`src/rtl/pattern_out_ctrl.sv`:
```
module pattern_out_ctrl #(
  parameter int GRP_W  = 4,
  parameter int N_GRP  = 3,
  parameter int N_TRIG = 4
) (
  input  logic              clk,
  input  logic              rst,
  input  logic              hw_stby,
  input  logic              sw_stby,
  input  logic              bus_we,
  input  logic [2:0]        bus_addr,
  input  logic [7:0]        bus_wdata,
  output logic [7:0]        bus_rdata,
  input  logic [N_TRIG-1:0] cm_trig,
  output logic [11:0]       port_out
);
  localparam int OUT_W = GRP_W * N_GRP;
  localparam int SEL_W = $clog2(N_TRIG);
  localparam int TS_W  = SEL_W * N_GRP;

  localparam logic [2:0] A_EN_LO = 3'd0, A_EN_HI = 3'd1, A_NX_LO = 3'd2,
                         A_NX_HI = 3'd3, A_PT_LO = 3'd4, A_PT_HI = 3'd5,
                         A_TSEL  = 3'd6;

  logic [OUT_W-1:0] en_q, nxt_q, port_q, fire_mask, xfer, port_wr;
  logic [TS_W-1:0]  tsel_q;

  for (genvar g = 0; g < N_GRP; g++) begin : g_grp
    assign fire_mask[g*GRP_W +: GRP_W] = {GRP_W{cm_trig[tsel_q[g*SEL_W +: SEL_W]]}};
  end

  assign xfer = fire_mask & en_q;

  always_comb begin
    port_wr = port_q;
    if (bus_we && bus_addr == A_PT_LO) port_wr[7:0]  = bus_wdata;
    if (bus_we && bus_addr == A_PT_HI) port_wr[11:8] = bus_wdata[3:0];
  end

  always_ff @(posedge clk) begin
    if (rst) begin
      en_q   <= '0;
      nxt_q  <= '0;
      port_q <= '0;
      tsel_q <= '0;
    end else begin
      if (hw_stby) en_q <= '0;
      else if (!sw_stby && bus_we && bus_addr == A_EN_LO) en_q[7:0]  <= bus_wdata;
      else if (!sw_stby && bus_we && bus_addr == A_EN_HI) en_q[11:8] <= bus_wdata[3:0];
      if (!sw_stby) begin
        port_q <= (port_wr & ~xfer) | (nxt_q & xfer);
        if (bus_we && bus_addr == A_NX_LO) nxt_q[7:0]  <= bus_wdata;
        if (bus_we && bus_addr == A_NX_HI) nxt_q[11:8] <= bus_wdata[3:0];
        if (bus_we && bus_addr == A_TSEL)  tsel_q      <= bus_wdata[TS_W-1:0];
      end
    end
  end

  always_comb begin
    bus_rdata = '0;
    case (bus_addr)
      A_EN_LO: bus_rdata      = en_q[7:0];
      A_EN_HI: bus_rdata[3:0] = en_q[11:8];
      A_NX_LO: bus_rdata      = nxt_q[7:0];
      A_NX_HI: bus_rdata[3:0] = nxt_q[11:8];
      A_PT_LO: bus_rdata      = port_q[7:0];
      A_PT_HI: bus_rdata[3:0] = port_q[11:8];
      A_TSEL:  bus_rdata[TS_W-1:0] = tsel_q;
      default: bus_rdata = '0;
    endcase
  end

  assign port_out = port_q;
endmodule

```
`config.mk`:
```
export PLATFORM = sky130hd
export DESIGN_NAME = pattern_out_ctrl
export DESIGN_NICKNAME = d
export VERILOG_FILES = /design/src/rtl/pattern_out_ctrl.sv
export SDC_FILE = /design/constraint.sdc
export NUM_CORES = 1
export LEC_CHECK = 0
export BUFFER_PORTS_ARGS = -buffer_cell sky130_fd_sc_hd__buf_4
export CAP_MARGIN = 40
export CORE_MARGIN = 2
export CORE_UTILIZATION = 61
export DETAILED_ROUTE_END_ITERATION = 7
export PLACE_DENSITY = 0.85
export SYNTH_ARGS = -nofsm -noshare
export SYNTH_HDL_FRONTEND = slang
export SYNTH_SLANG_ARGS = --single-unit
```
`constraint.sdc`:
```
create_clock -name clk -period 2.35 [get_ports clk]
set_clock_uncertainty 0.1 [all_clocks]
set_input_delay 0.1175 -clock clk [delete_from_list [all_inputs] [get_ports clk]]
set_output_delay 0.1175 -clock clk [all_outputs]
set_load 0.03 [all_outputs]
```
==> results.md <==
- Initial antenna violation count: 0
- Worst skew pair latency: 300 ps
- Synth Flop Type: dfxtp_1
- Post-synth cell types: 37
- Worst Tran Pin Value: 805 ps
- Die area: 4680 um^2
- Worst Hold Launch: bus_wdata[5]
- DR WL/cell: 19.7 um
- IO Port Bufs: 39
- Reg2reg start: tsel_q[2]
- Synth async-reset ratio: 0%
- H-tree Lvls: 2
- Placer Congestion: 0.889
- Post-Place Cells: 355
- Final Setup Violations: 0
- Finished Cell Area: 2940 um^2
- Num CTS Buffers: 5
- # diodes: 0
- Critical path class: in2out
- Initial Utilization: 63.2%
- Most frequent cells in the layout: dfxtp_1, buf_4, a21oi_1
- Largest net degree at the start of global routing: 56
- Placed Area: 2770 um^2
- Max clock buf depth: 2
- Max_slew headroom: 46.4%
- Mapped cell area: 2530 um^2
- Via-per-instance ratio: 6.87
- Die X-Extent: 68.4 um
- Worst setup path start: bus_addr[0]
- Max Slew Vio Count: 0
- Fin nets: 334
- First-pass GRT wire length: 11100 um
- HP Class: in2reg
- Root buf cell: clkbuf_8
- Hold buffers post-CTS: 2
- Worst EP required: 2130 ps
- Critical path launch point type: input port
- Synthesized Nets: 311
- Final WL: 7190 um
- Number of flops mapped to enable cells by yosys: 0
- GRT Resource Usage Total: 32.7%
- Min Tclk post-route: 1750 ps
- I/O pin cnt: 40
- Status: finished, final reports clean
- Area Growth Syn to Fin: 16.1%
- Post-CTS Setup Bufs: 0
- Layout cells sized above 1: 20.3%
- DRC: 0
- CTS tree: built
- Number of global-route vias before repair: 2169
- Final core utilization: 73.4%
- Syn_area_per_cell: 8.69 um^2
- LEAKAGE: 1.08 nW
- Sequential fraction of the synthesis area: 33.3%
- Critical Path Fanout Max: 28
- Iter 0 DRT Violations: 219
- Max rail drop VDD: 0.000388 V
- ANT nets after route: 0
- Hold slack: 9.79 ps
- Warnings from Yosys: 0
- Setup TNS: 0 ps
- Non-filler cells in the finished layout: 365
- Pwr per Cell Area: 567 nW/um^2
- Number of max-cap violations: 0
- Syn Inst Count: 291
- RSZ-0062 raised after global routing: no
- Post-cts gate resize count: 0
- Clock transition at the registers of the reported paths: 80 ps
- Worst Setup End Kind: output port
- TritonRoute pass-1 iters: 5
- Final hold violation count: 0
- Register bit total from synthesis: 42
- Core area: 4000 um^2
- DPL Wire Length: 4790 um
- Most common cell after layout, fill and taps aside: dfxtp_1
- GRT overflow: 0
- Die height: 68.4 um
- CP Data Arrival Time: 1530 ps
- CTS sink count: 42
- Std cell rows: 23
- F_max: 573 MHz
- Routed vias: 2507
- Final Cycle Share: 74.3%
-- through the flow --
stage,power [mW],setup WS (ps)
finish,1.67,604
global route,1.70,525
CTS,1.66,620
detailed placement,0.955,648
global placement,0.950,683
floorplan,0.882,671
-- cell usage after synthesis, types with 8 or more instances --
cell	count	share of area, %
buf_2	10	2.0
mux4_2	8	7.1
o21ai_0	13	2.6
o21ai_1	20	4.0
nor2b_1	13	3.2
nor3b_1	12	3.6
clkbuf_1	13	1.9
mux2i_1	17	6.7
a21oi_1	30	5.9
and2_1	12	3.0
o31ai_1	12	3.6
dfxtp_1	42	33
a31oi_1	12	3.0
nand3_1	26	5.1
and3b_1	12	4.2
-- report_power, final --
group          internal (mW)  switching [mW]  leakage (nW)
clock                  0.453           0.264        0.0714
sequential             0.722          0.0119         0.339
combinational         0.0775           0.136         0.674
total                   1.25           0.412          1.08
-- critical path, stage by stage --
cell and delay (ps):
buf_4 270, nor2b_1 520, a2bb2oi_1 130, o21ai_0 260, buf_4 220
-- kinds of logic (layout without fill, tap and decap cells) --
| logic type | after synthesis | after routing | synth area share, % |
|---|---|---|---|
| muxes | 27 | 27 | 14.7 |
| DFF | 42 | 42 | 33.3 |
| and+or+nand+nor | 98 | 98 | 25.1 |
| buffers and inverters | 29 | 53 | 5.25 |
| AOI/OAI and AO/OA | 95 | 95 | 21.6 |
-- path summary, 6_finish.rpt --
| check | to | slack (ps) | cells past startpoint |
|---|---|---|---|
| max | bus_rdata[3] | 600 | 5 |
| min | en_q[5] | 10 | 3 |
| max reg2reg | register | 670 | 3 |
| min reg2reg | nxt_q[0] | 410 | 2 |
-- per-layer routing --
metal,global-route usage (%),part of all wire (%),vias to the layer above
li1,-,-,1147
met1,46.6,42,1188
met2,48.7,46,157
met3,6.09,9.8,15
met4,13.0,2.3,0
met5,0,0,-
-- area by class of cell --
cell class	count	area, um^2
repair buffers	43	328
clock inverters	2	60.1
well taps	50	62.6
flip-flops and latches	42	841
clock buffers	6	82.6
multi-input cells	220	1560
fillers	318	1060
inverters	2	7.51
No activity file was read; power rests on OpenSTA's default activity.
